===== src/rtl/fg_pkg.sv =====
package fg_pkg;

  typedef enum logic [1:0] {
    ACC_FETCH = 2'd0,
    ACC_READ  = 2'd1,
    ACC_PROG  = 2'd2,
    ACC_ERASE = 2'd3
  } acc_kind_e;

  typedef enum logic [1:0] {
    PERM_EXEC   = 2'd0,
    PERM_RDONLY = 2'd1,
    PERM_RDWR   = 2'd2
  } perm_e;

  // Read-enable dominates: without it the block is execute-only.
  function automatic perm_e decode_perm(input logic rd_en, input logic pg_en);
    perm_e cls;
    if (!rd_en)      cls = PERM_EXEC;
    else if (!pg_en) cls = PERM_RDONLY;
    else             cls = PERM_RDWR;
    return cls;
  endfunction

  function automatic logic kind_ok(input perm_e cls, input acc_kind_e kind);
    logic ok;
    case (kind)
      ACC_FETCH: ok = 1'b1;
      ACC_READ:  ok = (cls != PERM_EXEC);
      default:   ok = (cls == PERM_RDWR);
    endcase
    return ok;
  endfunction

endpackage


===== src/rtl/fg_perm_regs.sv =====
module fg_perm_regs #(
  parameter int NB  = 4,
  parameter int BPB = 32
) (
  input  logic                                       clk,
  input  logic                                       rst,
  input  logic [2*NB*BPB-1:0]                        nv_image,
  input  logic                                       cfg_we,
  input  logic [$clog2(2*NB)-1:0]                    cfg_idx,
  input  logic [BPB-1:0]                             cfg_wdata,
  output logic [BPB-1:0]                             cfg_rdata,
  input  logic [((NB > 1) ? $clog2(NB) : 1)-1:0]     look_bank,
  input  logic [$clog2(BPB)-1:0]                     look_bit,
  output logic                                       look_re,
  output logic                                       look_pe,
  input  logic [$clog2(2*NB)-1:0]                    cm_idx,
  output logic [BPB-1:0]                             cm_data,
  output logic [2*NB*BPB-1:0]                        perm_flat
);
  localparam int NREG   = 2 * NB;
  localparam int IDX_W  = $clog2(NREG);

  logic [NREG-1:0][BPB-1:0] row_w;

  generate
    for (genvar r = 0; r < NREG; r++) begin : g_row
      logic [BPB-1:0] word_q;
      // Clear-only update: a written 1 can never revive a cleared bit.
      always_ff @(posedge clk) begin
        if (rst)
          word_q <= nv_image[r*BPB +: BPB];
        else if (cfg_we && (cfg_idx == IDX_W'(r)))
          word_q <= word_q & cfg_wdata;
      end
      assign row_w[r]                  = word_q;
      assign perm_flat[r*BPB +: BPB]   = word_q;
    end
  endgenerate

  // Read-back sees the value before any same-cycle write.
  always_ff @(posedge clk) begin
    if (rst) cfg_rdata <= '0;
    else     cfg_rdata <= row_w[cfg_idx];
  end

  logic [IDX_W-1:0] re_row, pe_row;
  always_comb begin
    re_row  = IDX_W'(look_bank);
    pe_row  = IDX_W'(NB) + IDX_W'(look_bank);
    look_re = row_w[re_row][look_bit];
    look_pe = row_w[pe_row][look_bit];
    cm_data = row_w[cm_idx];
  end

endmodule


===== src/rtl/fg_policy.sv =====
module fg_policy
  import fg_pkg::*;
#(
  parameter int NB    = 4,
  parameter int BPB   = 32,
  parameter int BLK_W = 9
) (
  input  logic                                       req_valid,
  input  logic [1:0]                                 req_kind,
  input  logic [BLK_W-1:0]                           req_block,
  output logic [((NB > 1) ? $clog2(NB) : 1)-1:0]     look_bank,
  output logic [$clog2(BPB)-1:0]                     look_bit,
  input  logic                                       look_re,
  input  logic                                       look_pe,
  output logic                                       allow,
  output logic                                       deny,
  output logic                                       viol_d
);
  localparam int BANK_W = (NB > 1) ? $clog2(NB) : 1;
  localparam int BIT_W  = $clog2(BPB);

  perm_e     cls;
  acc_kind_e kind;
  logic      ok;

  always_comb begin
    // Bank wraps modulo NB for block numbers beyond the protected range.
    look_bank = BANK_W'((req_block / BLK_W'(BPB)) % BLK_W'(NB));
    look_bit  = BIT_W'(req_block % BLK_W'(BPB));
    kind      = acc_kind_e'(req_kind);
    cls       = decode_perm(look_re, look_pe);
    ok        = kind_ok(cls, kind);
    allow     = req_valid & ok;
    deny      = req_valid & ~ok;
    viol_d    = deny & ((kind == ACC_PROG) | (kind == ACC_ERASE));
  end

endmodule


===== src/rtl/fg_commit_seq.sv =====
module fg_commit_seq #(
  parameter int NREG = 8
) (
  input  logic                     clk,
  input  logic                     rst,
  input  logic                     go,
  input  logic                     ack,
  output logic                     busy,
  output logic [$clog2(NREG)-1:0]  idx
);
  localparam int IDX_W = $clog2(NREG);
  localparam logic [IDX_W-1:0] LAST = IDX_W'(NREG - 1);

  always_ff @(posedge clk) begin
    if (rst) begin
      busy <= 1'b0;
      idx  <= '0;
    end else if (busy) begin
      if (ack) begin
        if (idx == LAST) begin
          busy <= 1'b0;
          idx  <= '0;
        end else begin
          idx <= idx + 1'b1;
        end
      end
    end else if (go) begin
      busy <= 1'b1;
      idx  <= '0;
    end
  end

endmodule


===== src/rtl/flash_guard.sv =====
module flash_guard #(
  parameter int NUM_BANKS       = 4,
  parameter int BLOCKS_PER_BANK = 32,
  parameter int BLK_W           = 9
) (
  input  logic                                          clk,
  input  logic                                          rst,
  input  logic [2*NUM_BANKS*BLOCKS_PER_BANK-1:0]        nv_image,
  input  logic                                          req_valid,
  input  logic [1:0]                                    req_kind,
  input  logic [BLK_W-1:0]                              req_block,
  output logic                                          req_allow,
  output logic                                          req_deny,
  output logic                                          viol_pulse,
  input  logic                                          cfg_we,
  input  logic [$clog2(2*NUM_BANKS)-1:0]                cfg_idx,
  input  logic [BLOCKS_PER_BANK-1:0]                    cfg_wdata,
  output logic [BLOCKS_PER_BANK-1:0]                    cfg_rdata,
  input  logic                                          commit_go,
  output logic                                          commit_req,
  output logic [$clog2(2*NUM_BANKS)-1:0]                commit_idx,
  output logic [BLOCKS_PER_BANK-1:0]                    commit_data,
  input  logic                                          commit_ack
);
  localparam int NREG   = 2 * NUM_BANKS;
  localparam int IMG_W  = NREG * BLOCKS_PER_BANK;
  localparam int BANK_W = (NUM_BANKS > 1) ? $clog2(NUM_BANKS) : 1;
  localparam int BIT_W  = $clog2(BLOCKS_PER_BANK);

  logic [BANK_W-1:0] look_bank;
  logic [BIT_W-1:0]  look_bit;
  logic              look_re, look_pe;
  logic              viol_d;
  logic [IMG_W-1:0]  perm_flat;

  fg_perm_regs #(.NB(NUM_BANKS), .BPB(BLOCKS_PER_BANK)) u_regs (
    .clk       (clk),
    .rst       (rst),
    .nv_image  (nv_image),
    .cfg_we    (cfg_we),
    .cfg_idx   (cfg_idx),
    .cfg_wdata (cfg_wdata),
    .cfg_rdata (cfg_rdata),
    .look_bank (look_bank),
    .look_bit  (look_bit),
    .look_re   (look_re),
    .look_pe   (look_pe),
    .cm_idx    (commit_idx),
    .cm_data   (commit_data),
    .perm_flat (perm_flat)
  );

  fg_policy #(.NB(NUM_BANKS), .BPB(BLOCKS_PER_BANK), .BLK_W(BLK_W)) u_policy (
    .req_valid (req_valid),
    .req_kind  (req_kind),
    .req_block (req_block),
    .look_bank (look_bank),
    .look_bit  (look_bit),
    .look_re   (look_re),
    .look_pe   (look_pe),
    .allow     (req_allow),
    .deny      (req_deny),
    .viol_d    (viol_d)
  );

  fg_commit_seq #(.NREG(NREG)) u_commit (
    .clk  (clk),
    .rst  (rst),
    .go   (commit_go),
    .ack  (commit_ack),
    .busy (commit_req),
    .idx  (commit_idx)
  );

  always_ff @(posedge clk) begin
    if (rst) viol_pulse <= 1'b0;
    else     viol_pulse <= viol_d;
  end

endmodule


===== config.mk =====
export PLATFORM = sky130hd
export DESIGN_NAME = flash_guard
export DESIGN_NICKNAME = d
export VERILOG_FILES = /design/src/rtl/fg_pkg.sv /design/src/rtl/fg_perm_regs.sv /design/src/rtl/fg_policy.sv /design/src/rtl/fg_commit_seq.sv /design/src/rtl/flash_guard.sv
export SDC_FILE = /design/constraint.sdc
export NUM_CORES = 1
export LEC_CHECK = 0
export BUFFER_PORTS_ARGS = -buffer_cell sky130_fd_sc_hd__buf_2
export CORE_MARGIN = 4
export CORE_UTILIZATION = 50
export CTS_CLUSTER_SIZE = 10
export DETAILED_ROUTE_END_ITERATION = 8
export GPL_TIMING_DRIVEN = 0
export PLACE_DENSITY_LB_ADDON = 0.12
export SLEW_MARGIN = 0
export SYNTH_ARGS = -nofsm -noshare
export SYNTH_HDL_FRONTEND = slang
export SYNTH_HIERARCHICAL = 1
export SYNTH_SLANG_ARGS = --single-unit
export TNS_END_PERCENT = 100

===== constraint.sdc =====
create_clock -name clk -period 12.5 [get_ports clk]
set_input_delay 2.5 -clock clk [delete_from_list [all_inputs] [get_ports clk]]
set_output_delay 2.5 -clock clk [all_outputs]
set_load 0.03 [all_outputs]

==> results.txt <==
Routed Antenna Nets -> 0
CP Capture Point -> req_deny
CTS Buf Count -> 36
Buf+Inv Stages, Crit Path -> 5
Via/cell ratio -> 7.05
Hold buffers post-CTS -> 0
Yosys top cell area share -> 44.1%
Vias in the first global route -> 14200
DPL Wire Length -> 47900 microns
Synth Instances -> 1137
Critical path's largest stage delay -> 1000 ps
Area leader, netlist -> edfxtp_1
Worst path arrival time -> 6920 ps
Cell repeated most along the worst path -> buf_2
Int Pwr -> 1.97 mW
Seq pwr share -> 45.1%
Tmin final -> 9420 ps
Levels on crit path -> 12
Layout Cells excl Fill -> 2026
Highest clock rate -> 0.106 GHz
Pin count of the biggest net entering global routing -> 27
RSZ-0062 raised after global routing -> false
Overflow left after global routing -> 0
Worst Clk Skew -> 12.5 ps
Syn_nets -> 1447
Hold Crit Class -> flip-flop to flip-flop
First-pass GRT wire length -> 97900 microns
Combinational share of power -> 20.3%
Routed WL -> 69200 microns
Row Count -> 68
Worst setup SP type -> input port
Nets -> 1858
CTS tree -> built
Total power -> 2.75 mW
Clk sinks -> 293
Die width -> 195 microns
Count leader, synth -> edfxtp_1
Average size of a mapped cell -> 15.3 sq um
Tcrit/Tclk final -> 75.3%
Worst r2r src -> u_regs/g_row[3].word_q[4]
Placed cells -> 1965
Setup TNS -> 0 ps
Synthesized area -> 17400 sq um
LEAKAGE -> 8.15 nW
Port bufs -> 365
Setup violations, final -> 0
Flops & latches, synth -> 293
Flop2flop setup slack -> 9430 ps
Share of post-route cells with drive strength above 1 -> 42.6%
H-tree Lvls -> 2
Fill cells -> 2757
Library cells used by synthesis -> 42
Worst R2R Path Depth -> 8
Clock group share of total power -> 34.6%
Top_reg_cell synth -> edfxtp_1
Outcome -> finished clean
Crit Reg-Reg Endpoint -> viol_pulse
Worst hold stages -> 2
Worst hold start -> u_commit/idx[2]
Die Y -> 195 microns
1st-iter DRT viols -> 1684
Synth-to-Final Area Change -> 20.7%
Initial Util -> 50.6%
Worst Setup End Kind -> output port
Synth warn -> 6
Register area share after synthesis -> 48.3%
Max IR drop VDD -> 104 uV
Largest fanout on the critical path -> 10
Die area -> 38000 sq um
Worst EP required -> 10000 ps
Worst-Margin Slew -> 1310 ps
DRC Markers -> 0
Ports -> 379
Total core area -> 34500 sq um
Crit-path cells -> buf_4 -> buf_2 -> buf_2 -> buf_1 -> mux4_2 -> mux2_2 -> o22ai_1 -> nor3_1 -> or4_1 -> nor2b_1 -> o21a_1 -> buf_2
Setup Crit Path Kind -> input port to output port
CP delay by family, top -> buffers and inverters
Ys async rst share -> 0%
Pwr/cell area -> 130 nW/um^2
Routed wire per std cell -> 34.1 microns
Net Sw Frac -> 28.2%
Maximum buffer depth of the clock tree -> 3
Sw Pwr -> 0.774 mW
Final-report hold violation count -> 0
Max-slew violation count -> 0
Synth cell count leaders -> edfxtp_1, a22o_1, mux4_2
Critical path startpoint -> req_block[6]
Largest cells by area after synthesis -> edfxtp_1, mux4_2, a22o_1
Max-cap viol count -> 0
Initial antenna violation count -> 2
Worst-Skew Late Latency -> 520 ps
Post-CTS Resized -> 0
GPL Wtd Cong -> 0.928
Slowest CP cell -> buf_1
CTS clk-pin slew, worst paths -> 50 ps
Post-synth EDFFs -> 256
Rel. slew slack -> 12.8%
Gr usage total -> 35.3%
Clock root buffer -> clkbuf_16
# Post-CTS Setup Buffers -> 0
DR pass1 iterations -> 5
Via count -> 14300
Post-layout util -> 61.1%
[area by class of cell]
cell class	count	area, sq um	share of cell area [%]
clock buffer	57	1010	4.80
multi-input combinational	704	8420	40.0
buffer	137	596	2.83
tap	455	569	2.70
clock inverter	3	13.8	0.0654
inverter	3	11.3	0.0535
antenna	1	2.50	0.0119
sequential	293	8430	40.0
timing repair buffer	373	2010	9.54
[routing by layer]
metal	global-route usage (%)	part of all wire, %	vias to the layer above
li1	-	-	5670
met1	50.0	37	7139
met2	53.5	45	1266
met3	8.08	13	200
met4	14.3	4.8	2
met5	0	0.016	-
[cell families (layout without fill, tap and decap cells)]
logic type / Yosys count / after routing / synth area share [%]
multiplexers: 289 / 289 / 30.2
AO/OA/AOI/OAI: 302 / 302 / 14.6
buffers and inverters: 140 / 573 / 3.48
adder cells (fa/ha/maj): 2 / 2 / 0.143
AND/OR/NAND/NOR: 111 / 111 / 3.29
other: 0 / 1 / 0
flip-flops: 293 / 293 / 48.3
[per-stage QoR]
step	hold WS, ps	cell area, sq um	setup slack [ps]
6_report	530	21100	3080
3_5_place_dp	517	20000	3250
4_1_cts	527	21100	3250
3_3_place_gp	509	19800	3280
5_1_grt	565	21100	3100
2_1_floorplan	564	17400	4840
[placed cells by master (no fill, tap or decap), drive strengths merged, types with 6 or more instances in the layout]
cell type / Yosys / routed
a21oi: 8 / 8
a22o: 248 / 248
a22oi: 16 / 16
buf: 47 / 420
clkbuf: 90 / 147
dfxtp: 37 / 37
edfxtp: 256 / 256
mux2: 41 / 41
mux2i: 64 / 64
mux4: 184 / 184
nand2: 18 / 18
nand2b: 6 / 6
nor2: 35 / 35
nor2b: 36 / 36
nor3: 6 / 6
o21ai: 9 / 9
o22ai: 9 / 9
[sequential cells by signal, summed over array words and instances (netlist names)]
| name | cells |
|---|---|
| u_regs/cfg_rdata | 32 |
| viol_pulse | 1 |
| u_commit/idx | 3 |
| u_regs/g_row.word_q | 256 |
| u_commit/busy | 1 |
[worst min path at each step]
stage	to	slack, ps
final	u_commit/idx[2]	530
after global placement	u_commit/idx[2]	510
after detailed placement	u_commit/idx[2]	520
after CTS	u_commit/idx[2]	530
after floorplan	u_regs/g_row[6].word_q[1]	560
after global routing	u_commit/idx[2]	570
[worst min-delay path: stages, from the launching register on]
cell and delay, ps:
dfxtp_1 330, nand2b_1 100, o21ai_2 50
[power groups by stage]
stage	Clock (mW)	Combinational (mW)	Sequential (mW)
after detailed placement	0	0.545	1.25
after CTS	0.959	0.546	1.23
after global placement	0	0.530	1.25
final	0.951	0.556	1.24
after global routing	0.999	0.577	1.25
after floorplan	0	0.324	1.25
No activity file was read; power rests on OpenSTA's default activity.
